$ cat src/rtl/pw_pkg.sv
package pw_pkg;

  typedef enum logic [1:0] {
    CH_STANDBY = 2'd0,
    CH_ACTIVE  = 2'd1,
    CH_STORING = 2'd2
  } ch_state_e;

  // One saturating step of the wiper position within [0, top].
  function automatic int unsigned sat_step(input int unsigned pos,
                                           input logic up_dir,
                                           input int unsigned top);
    if (up_dir) return (pos >= top) ? top : pos + 1;
    return (pos == 0) ? 0 : pos - 1;
  endfunction

endpackage

$ cat src/rtl/pw_sync.sv
module pw_sync #(
  parameter int unsigned WIDTH = 1,
  parameter int unsigned STAGES = 2,
  parameter logic [WIDTH-1:0] RST_VAL = '0
) (
  input  logic             clk,
  input  logic             rst_n,
  input  logic [WIDTH-1:0] d_i,
  output logic [WIDTH-1:0] q_o
);
  logic [WIDTH-1:0] stg_q [STAGES];

  always_ff @(posedge clk) begin
    if (!rst_n) begin
      for (int s = 0; s < STAGES; s++) stg_q[s] <= RST_VAL;
    end else begin
      stg_q[0] <= d_i;
      for (int s = 1; s < STAGES; s++) stg_q[s] <= stg_q[s-1];
    end
  end

  assign q_o = stg_q[STAGES-1];
endmodule

$ cat src/rtl/pw_step_ctrl.sv
module pw_step_ctrl #(
  parameter int unsigned POS_W = 5
) (
  input  logic             clk,
  input  logic             rst_n,
  input  logic             inc_s_i,
  input  logic             up_s_i,
  input  logic             active_i,
  input  logic [POS_W-1:0] recall_i,
  output logic             fall_o,
  output logic [POS_W-1:0] pos_next_o,
  output logic [POS_W-1:0] pos_o
);
  localparam int unsigned POS_MAX = (1 << POS_W) - 1;

  logic             inc_d_q;
  logic [POS_W-1:0] pos_q;

  always_ff @(posedge clk) begin
    if (!rst_n) inc_d_q <= 1'b1;
    else        inc_d_q <= inc_s_i;
  end

  assign fall_o = active_i & inc_d_q & ~inc_s_i;

  always_comb begin
    if (!rst_n)
      pos_next_o = recall_i;
    else if (fall_o)
      pos_next_o = POS_W'(pw_pkg::sat_step(32'(pos_q), up_s_i, POS_MAX));
    else
      pos_next_o = pos_q;
  end

  always_ff @(posedge clk) pos_q <= pos_next_o;

  assign pos_o = pos_q;
endmodule

$ cat src/rtl/pw_tap_decode.sv
module pw_tap_decode #(
  parameter int unsigned POS_W = 5,
  localparam int unsigned TAPS = 1 << POS_W
) (
  input  logic             clk,
  input  logic [POS_W-1:0] pos_next_i,
  output logic [TAPS-1:0]  tap_o
);
  logic [TAPS-1:0] tap_q;

  always_ff @(posedge clk) tap_q <= TAPS'(1) << pos_next_i;

  assign tap_o = tap_q;
endmodule

$ cat src/rtl/pw_store_ctrl.sv
module pw_store_ctrl #(
  parameter int unsigned POS_W = 5,
  parameter int unsigned STORE_CYC = 16,
  parameter logic [POS_W-1:0] NV_INIT = '0
) (
  input  logic             clk,
  input  logic             rst_n,
  input  logic             sel_s_i,
  input  logic             inc_s_i,
  input  logic [POS_W-1:0] pos_i,
  output logic [POS_W-1:0] nv_o,
  output logic             sel_rise_o,
  output logic             store_go_o,
  output logic             active_o,
  output logic             busy_o,
  output logic             standby_o
);
  import pw_pkg::*;

  localparam int unsigned CNT_W = $clog2(STORE_CYC + 1);
  localparam logic [CNT_W-1:0] CNT_LOAD = CNT_W'(STORE_CYC - 1);

  ch_state_e        state_q;
  logic [CNT_W-1:0] cnt_q;
  // Stand-in for nonvolatile cells: not cleared by reset.
  logic [POS_W-1:0] nv_q = NV_INIT;

  assign active_o   = (state_q == CH_ACTIVE);
  assign busy_o     = (state_q == CH_STORING);
  assign standby_o  = (state_q == CH_STANDBY);
  assign sel_rise_o = active_o & sel_s_i;
  assign store_go_o = sel_rise_o & inc_s_i;

  always_ff @(posedge clk) begin
    if (!rst_n) begin
      state_q <= CH_STANDBY;
      cnt_q   <= '0;
    end else begin
      unique case (state_q)
        CH_STANDBY: if (!sel_s_i) state_q <= CH_ACTIVE;
        CH_ACTIVE: begin
          if (store_go_o) begin
            state_q <= CH_STORING;
            cnt_q   <= CNT_LOAD;
          end else if (sel_rise_o) begin
            state_q <= CH_STANDBY;
          end
        end
        CH_STORING: begin
          if (cnt_q == '0) state_q <= sel_s_i ? CH_STANDBY : CH_ACTIVE;
          else             cnt_q   <= cnt_q - 1'b1;
        end
        default: state_q <= CH_STANDBY;
      endcase
    end
  end

  always_ff @(posedge clk) begin
    if (rst_n && store_go_o) nv_q <= pos_i;
  end

  assign nv_o = nv_q;
endmodule

$ cat src/rtl/potwiper_ctrl.sv
module potwiper_ctrl #(
  parameter int unsigned POS_W = 5,
  parameter int unsigned STORE_CYC = 16,
  parameter int unsigned SYNC_STAGES = 2,
  parameter int unsigned NV_INIT = 16,
  localparam int unsigned TAPS = 1 << POS_W
) (
  input  logic             clk,
  input  logic             rst_n,
  input  logic             sel_n_i,
  input  logic             inc_i,
  input  logic             up_i,
  output logic [POS_W-1:0] wiper_pos_o,
  output logic [TAPS-1:0]  tap_sel_o,
  output logic             busy_o,
  output logic             standby_o
);
  logic [2:0]       sync_w;
  logic             sel_s_w, inc_s_w, up_s_w;
  logic             inc_fall_w, sel_rise_w, store_go_w, active_w;
  logic [POS_W-1:0] pos_next_w, nv_w;

  pw_sync #(.WIDTH(3), .STAGES(SYNC_STAGES), .RST_VAL(3'b110)) u_sync (
    .clk(clk), .rst_n(rst_n), .d_i({sel_n_i, inc_i, up_i}), .q_o(sync_w)
  );
  assign {sel_s_w, inc_s_w, up_s_w} = sync_w;

  pw_store_ctrl #(.POS_W(POS_W), .STORE_CYC(STORE_CYC),
                  .NV_INIT(POS_W'(NV_INIT))) u_store (
    .clk(clk), .rst_n(rst_n), .sel_s_i(sel_s_w), .inc_s_i(inc_s_w),
    .pos_i(wiper_pos_o), .nv_o(nv_w), .sel_rise_o(sel_rise_w),
    .store_go_o(store_go_w), .active_o(active_w), .busy_o(busy_o),
    .standby_o(standby_o)
  );

  pw_step_ctrl #(.POS_W(POS_W)) u_step (
    .clk(clk), .rst_n(rst_n), .inc_s_i(inc_s_w), .up_s_i(up_s_w),
    .active_i(active_w), .recall_i(nv_w), .fall_o(inc_fall_w),
    .pos_next_o(pos_next_w), .pos_o(wiper_pos_o)
  );

  pw_tap_decode #(.POS_W(POS_W)) u_tap (
    .clk(clk), .pos_next_i(pos_next_w), .tap_o(tap_sel_o)
  );
endmodule

$ cat config.mk
export PLATFORM = sky130hd
export DESIGN_NAME = potwiper_ctrl
export DESIGN_NICKNAME = d
export VERILOG_FILES = /design/src/rtl/pw_pkg.sv /design/src/rtl/pw_sync.sv /design/src/rtl/pw_step_ctrl.sv /design/src/rtl/pw_tap_decode.sv /design/src/rtl/pw_store_ctrl.sv /design/src/rtl/potwiper_ctrl.sv
export SDC_FILE = /design/constraint.sdc
export NUM_CORES = 1
export LEC_CHECK = 0
export BUFFER_PORTS_ARGS = -buffer_cell sky130_fd_sc_hd__buf_2
export CORE_ASPECT_RATIO = 1.75
export CORE_MARGIN = 3
export CORE_UTILIZATION = 35
export CTS_BUF_LIST = sky130_fd_sc_hd__clkbuf_4 sky130_fd_sc_hd__clkbuf_8 sky130_fd_sc_hd__clkbuf_16
export CTS_CLUSTER_SIZE = 25
export DETAILED_ROUTE_END_ITERATION = 12
export GPL_ROUTABILITY_DRIVEN = 0
export SETUP_SLACK_MARGIN = 0.05
export SYNTH_ARGS = -nofsm -noshare
export SYNTH_HDL_FRONTEND = slang
export SYNTH_SLANG_ARGS = --single-unit
$ cat constraint.sdc
create_clock -name clk -period 2.24 [get_ports clk]
set_clock_uncertainty 0.05 [all_clocks]
set_input_delay 0.336 -clock clk [delete_from_list [all_inputs] [get_ports clk]]
set_output_delay 0.336 -clock clk [all_outputs]
set_load 0.01 [all_outputs]
==> results of run 1 <==
-- stage by stage --
stage / hold slack [ns] / cells
2_1_floorplan: 0.336 / 211
3_3_place_gp: 0.341 / 343
3_5_place_dp: 0.346 / 343
4_1_cts: 0.146 / 353
5_1_grt: 0.148 / 355
6_report: 0.156 / 355
-- registers in the layout, indices dropped and copies added (netlist names) --
name             cells
u_step.inc_d_q       1
u_step.pos_o         5
u_store.cnt_q        5
u_store.nv_o         5
u_store.state_q      2
u_sync.stg_q         6
u_tap.tap_o         32
-- routing by layer --
layer	vias up	routed length, um	track usage
met5	-	0	0
met1	826	1820	0.134
met4	0	127	0.0543
met2	45	2880	0.259
li1	883	-	-
met3	11	254	0.0333
-- synth_stat cells, types with 5 or more instances --
cell	number
nor2_1	8
xor2_1	5
nand2_1	9
edfxtp_1	5
dfxtp_1	51
nand2b_1	6
a21oi_1	5
nor3_1	25
nor3_2	13
inv_1	8
a211oi_1	6
ha_1	6
-- cell families (layout without fill, tap and decap cells) --
logic type,count (synthesis),count (layout),synth area share
adder cells (fa/ha/maj),6,6,0.0337
flip-flops,56,56,0.526
AO/OA/AOI/OAI,39,39,0.135
buffers and inverters,21,87,0.0478
multiplexers,1,1,0.00450
XOR/XNOR,5,5,0.0197
AND/OR/NAND/NOR,83,83,0.233
-- power groups by stage --
stage               logic, mW  registers (mW)  clock network [mW]
floorplan               0.138            1.09                   0
global placement        0.231            1.08                   0
detailed placement      0.232            1.08                   0
CTS                     0.242            1.06               0.754
global route            0.302            1.06               0.791
finish                  0.277            1.06               0.739
-- critical path: cells and delay by family (launching register included) --
family                   cells  cell delay [ns]
AO/OA/AOI/OAI                2             0.44
adder cells (fa/ha/maj)      2             0.36
AND/OR/NAND/NOR              3             0.69
buffers and inverters        1             0.15
flip-flops                   1             0.35
-- repair_timing --
action,in CTS,in global routing
cloned,0,0
resized for setup,8,35
pin swaps,2,15
buffers inserted,2,2
endpoints found under the setup margin,31,32
endpoints found under the hold margin,0,0
-- worst paths after layout --
check                           from            endpoint  slack (ns)  cells after the start
setup / recovery     u_step.pos_o[0]     u_tap.tap_o[22]        0.14                      8
hold / removal               sel_n_i  u_sync.stg_q[0][2]        0.16                      2
setup reg to reg     u_step.pos_o[0]     u_tap.tap_o[22]        0.14                      8
hold reg to reg   u_sync.stg_q[0][1]  u_sync.stg_q[0][4]        0.37                      1
-- final cells by class --
| type | count | area, um^2 |
|---|---|---|
| Fill cell | 588 | 3000 |
| Sequential cell | 56 | 1180 |
| Multi-Input combinational cell | 134 | 1150 |
| Timing Repair Buffer | 70 | 429 |
| Tap cell | 78 | 97.6 |
| Clock buffer | 6 | 93.8 |
| Clock inverter | 2 | 38.8 |
| Inverter | 9 | 36.3 |
==> flow_summary_export.csv, run 1 <==
group,metric,value,unit
cts,htreeDepth,2,
timing,rsz0062_at_grt,"false",
worst_setup_path,crit_path_cell_trace,"ha_2 > and3_4 > ha_4 > a21o_1 > o211a_4 > or3b_4 > buf_8 > nor3_2",
die,die_area,0.00739,mm^2
worst_setup_path,cp.required,2.43,ns
timing,fmax,476,MHz
cts,clk_latency,0.31,ns
pwr,p_per_area,687,mW/mm^2
detailed_routing,drt_first_pass_iters,4,
pwr,pwr-share-seq,0.510,
timing,fin_ws,0.137,ns
detailed_routing,drc,0,
logic_synthesis,synthFlopType,"dfxtp_1",
pwr,ir_worst_vdd,0.000407,V
cts,cts_hold_buffers,0,
worst_setup_path,cpMaxStageDelayCell,"or3b_4",
cts,clock_sinks,56,
logic_synthesis,syn_nets,222,
die,die_h,111,um
logic_synthesis,netlist_area,0.00223,mm^2
logic_synthesis,synth_area_leaders,"dfxtp_1 46%, edfxtp_1 6.7%, nor3_2 5.8%, nor3_1 5.6%, ha_1 3.4%",
run,drv_cap,0,
global_route,antenna_found_initial,0,
detailed_routing,drt-initial-drc-count,72,
worst_setup_path,path_max_fanout,8,
final_layout,drive_above_1_share,0.495,
detailed_routing,antenna_left,0,
timing,finalMaxSlewViolations,0,
logic_synthesis,ys_ff_latch,56,
final_layout,mostFrequentLayoutCells,"46 x dfxtp_1, 43 x buf_2, 26 x nor3_2, 25 x buf_4, 12 x nor3_1",
pwr,power.static_leakage,1.21,nW
detailed_routing,routed-via-count,1765,
place,dp_hpwl,3780,um
place,numPortBuffers,43,
worst_setup_path,crit_path_max_incr_delay,0.38,ns
pwr,power.internal,1.56,mW
pwr,power.share.switching,0.248,
outcome,status,"complete, no violations",
logic_synthesis,ys_async_sr_fraction,0,
logic_synthesis,synth.largest_area_cell,"dfxtp_1",
timing,min_period,2.10,ns
die,core_area,0.00602,mm^2
worst_setup_path,crit_type,"flip-flop to flip-flop",
logic_synthesis,yosysTopAreaCellShare,0.459,
global_route,grt_pass1_vias,1700,
cts,cts_made_buffers,5,
cts,cts_tree,"yes",
timing,setup_viol_count_final,0,
global_route,overflow,0,
die,num_rows,37,
timing,slew_headroom,0.650,
cts,cts_root_buf,"clkbuf_8",
logic_synthesis,synth_enable_flop_cells,5,
place,post_dp_cell_area,0.00266,mm^2
worst_setup_path,worstPathArrival,2.30,ns
worst_setup_path,start_kind,"flip-flop",
final_layout,postLayoutCellArea,0.00302,mm^2
timing,worst_pin_slew,0.524,ns
logic_synthesis,syn_inst,211,
logic_synthesis,synth_cell_type_count,53,
logic_synthesis,synth_warnings,0,
detailed_routing,drt_wl_total,5070,um
timing,setup_tns,0,ns
final_layout,final_common_cell,"dfxtp_1",
cts,cts.reportedPaths.clkPinSlew,0.10,ns
final_layout,area_growth,35.8,%
global_route,grt_pass1_wl,7940,um
final_layout,diodes,0,
final_layout,finish.utilization,0.502,
global_route,grt_max_degree,19,
detailed_routing,wire_per_inst,14.3,um
place,dp_slack,-0.0420,ns
pwr,total_power,2.08,mW
pwr,netSwitchingPower,0.514,mW
die,die_width,66.3,um
timing,fin_crit_sh,0.939,
logic_synthesis,ys_seq_area_frac,0.526,
detailed_routing,vias_per_cell,4.97,
cts,cts_buffer_depth,2,
global_route,grt_usage,0.136,
die,start_util,0.370,
min_path,hold_path.class,"primary input to flip-flop",
timing,hold_viol_final,0,
final_layout,final_nets,287,
die,pin_count,44,
pwr,p_clk_frac,0.356,
logic_synthesis,syn_area_per_cell,10.5,um^2
worst_setup_path,cp-end-kind,"flip-flop",
pwr,pwr-share-comb,0.134,
Power figures use the tool's default switching activity.
==> run 2, diff against run 1 <==
- CELL_PAD_IN_SITES_DETAIL_PLACEMENT: default -> 1
- CELL_PAD_IN_SITES_GLOBAL_PLACEMENT: default -> 2
- CORE_UTILIZATION: 35 -> 31
- CTS_CLUSTER_SIZE: 25 -> default
- GPL_ROUTABILITY_DRIVEN: 0 -> default
- PLACE_DENSITY_LB_ADDON: default -> 0.1
==> run 2 against run 1 <==
Sequential power about the same. Cell count increased by 2.3%. Worst setup slack got worse by 0.050 ns. Combinational power increased by 5%. Critical endpoint is now u_tap.tap_o[27].
==> flow_summary_export.csv, run 2 (synthesis results as in run 1) <==
group,metric,value,unit
cts,cts_made_buffers,5,
detailed_routing,vias_per_cell,5.02,
detailed_routing,drt_first_pass_iters,4,
worst_setup_path,crit_path_cell_trace,"ha_2 > and3_4 > ha_4 > nand2b_4 > a211oi_4 > o311a_1 > a22oi_2 > buf_6 > nor3_4",
die,pin_count,44,
cts,cts_hold_buffers,0,
global_route,antenna_found_initial,0,
cts,cts_tree,"yes",
detailed_routing,routed-via-count,1822,
cts,clock_sinks,56,
detailed_routing,antenna_left,0,
cts,clk_latency,0.29,ns
timing,fmax,464,MHz
timing,fin_crit_sh,0.961,
place,post_dp_cell_area,0.00267,mm^2
timing,slew_headroom,0.672,
run,drv_cap,0,
outcome,status,"complete, no violations",
worst_setup_path,path_max_fanout,8,
cts,htreeDepth,2,
pwr,p_per_area,697,mW/mm^2
timing,setup_viol_count_final,0,
detailed_routing,wire_per_inst,16.3,um
timing,holdWs,0.171,ns
worst_setup_path,cp-end-kind,"flip-flop",
timing,rsz0062_at_grt,"true",
global_route,grt_pass1_wl,9450,um
worst_setup_path,crit_type,"flip-flop to flip-flop",
place,numPortBuffers,43,
worst_setup_path,cp.required,2.40,ns
die,start_util,0.322,
worst_setup_path,cpMaxStageDelayCell,"a211oi_4",
detailed_routing,drt-initial-drc-count,39,
worst_setup_path,crit_path_max_incr_delay,0.35,ns
worst_setup_path,start_kind,"flip-flop",
global_route,grt_max_degree,18,
final_layout,postLayoutCellArea,0.00311,mm^2
die,die_width,70.1,um
final_layout,drive_above_1_share,0.487,
timing,worst_pin_slew,0.490,ns
global_route,grt_pass1_vias,1870,
place,globalplace.congestion,0.790,
final_layout,mostFrequentLayoutCells,"45 x dfxtp_1, 43 x buf_2, 27 x buf_4, 20 x nor3_2, 16 x nor3_1",
die,die_area,0.00827,mm^2
die,num_rows,40,
pwr,ir_worst_vdd,0.000360,V
final_layout,final_nets,290,
final_layout,diodes,0,
final_layout,largest_register_ffs,32,
pwr,power.static_leakage,1.26,nW
timing,finalMaxSlewViolations,0,
cts,cts_root_buf,"clkbuf_16",
min_path,hold_path.class,"primary input to flip-flop",
cts,cts_buffer_depth,2,
worst_setup_path,rrSetupSlack,0.09,ns
global_route,grt_usage,0.144,
timing,hold_viol_final,0,
detailed_routing,drt_wl_total,5900,um
worst_setup_path,worstPathArrival,2.31,ns
cts,cts.reportedPaths.clkPinSlew,0.07,ns
place,dp_hpwl,4350,um
final_layout,fill_cells,795,
final_layout,final_common_cell,"dfxtp_1",
final_layout,area_growth,39.9,%
die,die_h,118,um
die,core_area,0.00691,mm^2
timing,min_period,2.15,ns
global_route,overflow,0,
detailed_routing,drc,0,
-- run 2: cell count changes in the layout (fill, tap and decap cells not counted), moves of 2 or more --
cell and delta:
a211oi_2 -2, buf_4 +2, clkbuf_16 +5, clkbuf_8 -5
nor3_1 +4, nor3_2 -6, nor3_4 +2, o21ai_2 -2
-- run 2: timing repair --
item	CTS	global route
setup endpoints to repair	32	33
buffers inserted	5	1
pin swaps	4	7
gates resized for setup	8	36
-- run 2: per-layer routing --
| layer | vias up | track usage | share of wire |
|---|---|---|---|
| met5 | - | 0 | 0 |
| met4 | 0 | 0.0731 | 0.023 |
| met3 | 8 | 0.0265 | 0.042 |
| met2 | 44 | 0.264 | 0.55 |
| met1 | 883 | 0.152 | 0.39 |
| li1 | 887 | - | - |
-- run 2: stage by stage --
step	power [mW]	utilization	setup TNS, ns	std cells	setup WS [ns]
global placement	1.32	0.387	-0.793	350	-0.0942
global route	2.27	0.451	-0.0447	363	-0.0194
finish	2.17	0.451	0	363	0.0870
CTS	2.16	0.422	0	362	0.0583
floorplan	1.23	-	0	211	0.0547
detailed placement	1.32	0.387	-0.734	350	-0.0808
-- run 2: critical path, delay by kind of cell (launching register included) --
family	cells	cell delay, ns
AO/OA/AOI/OAI	3	0.66
adder cells (fa/ha/maj)	2	0.35
buffers and inverters	1	0.17
flip-flops	1	0.33
AND/OR/NAND/NOR	3	0.50
-- run 2: cell type report --
| type | instances | area (um^2) | area share |
|---|---|---|---|
| sequential | 56 | 1180 | 0.379 |
| multi-input combinational | 134 | 1170 | 0.377 |
| timing repair buffer | 73 | 460 | 0.148 |
| clock buffer | 7 | 158 | 0.0506 |
| tap | 84 | 105 | 0.0337 |
| inverter | 9 | 36.3 | 0.0117 |
-- run 2: final timing paths --
path                                    startpoint                  to  cells past startpoint
worst min-delay path                       sel_n_i  u_sync.stg_q[0][2]                      2
worst max-delay path               u_step.pos_o[0]     u_tap.tap_o[27]                      9
worst min register to register  u_sync.stg_q[0][1]  u_sync.stg_q[0][4]                      1
worst max register to register     u_step.pos_o[0]     u_tap.tap_o[27]                      9
-- run 2: power breakdown --
part / leakage [nW] / internal, mW / total (mW) / switching [mW]
logic: 0.717 / 0.123 / 0.292 / 0.169
clock network: 0.0785 / 0.489 / 0.819 / 0.330
registers: 0.462 / 1.04 / 1.06 / 0.0214
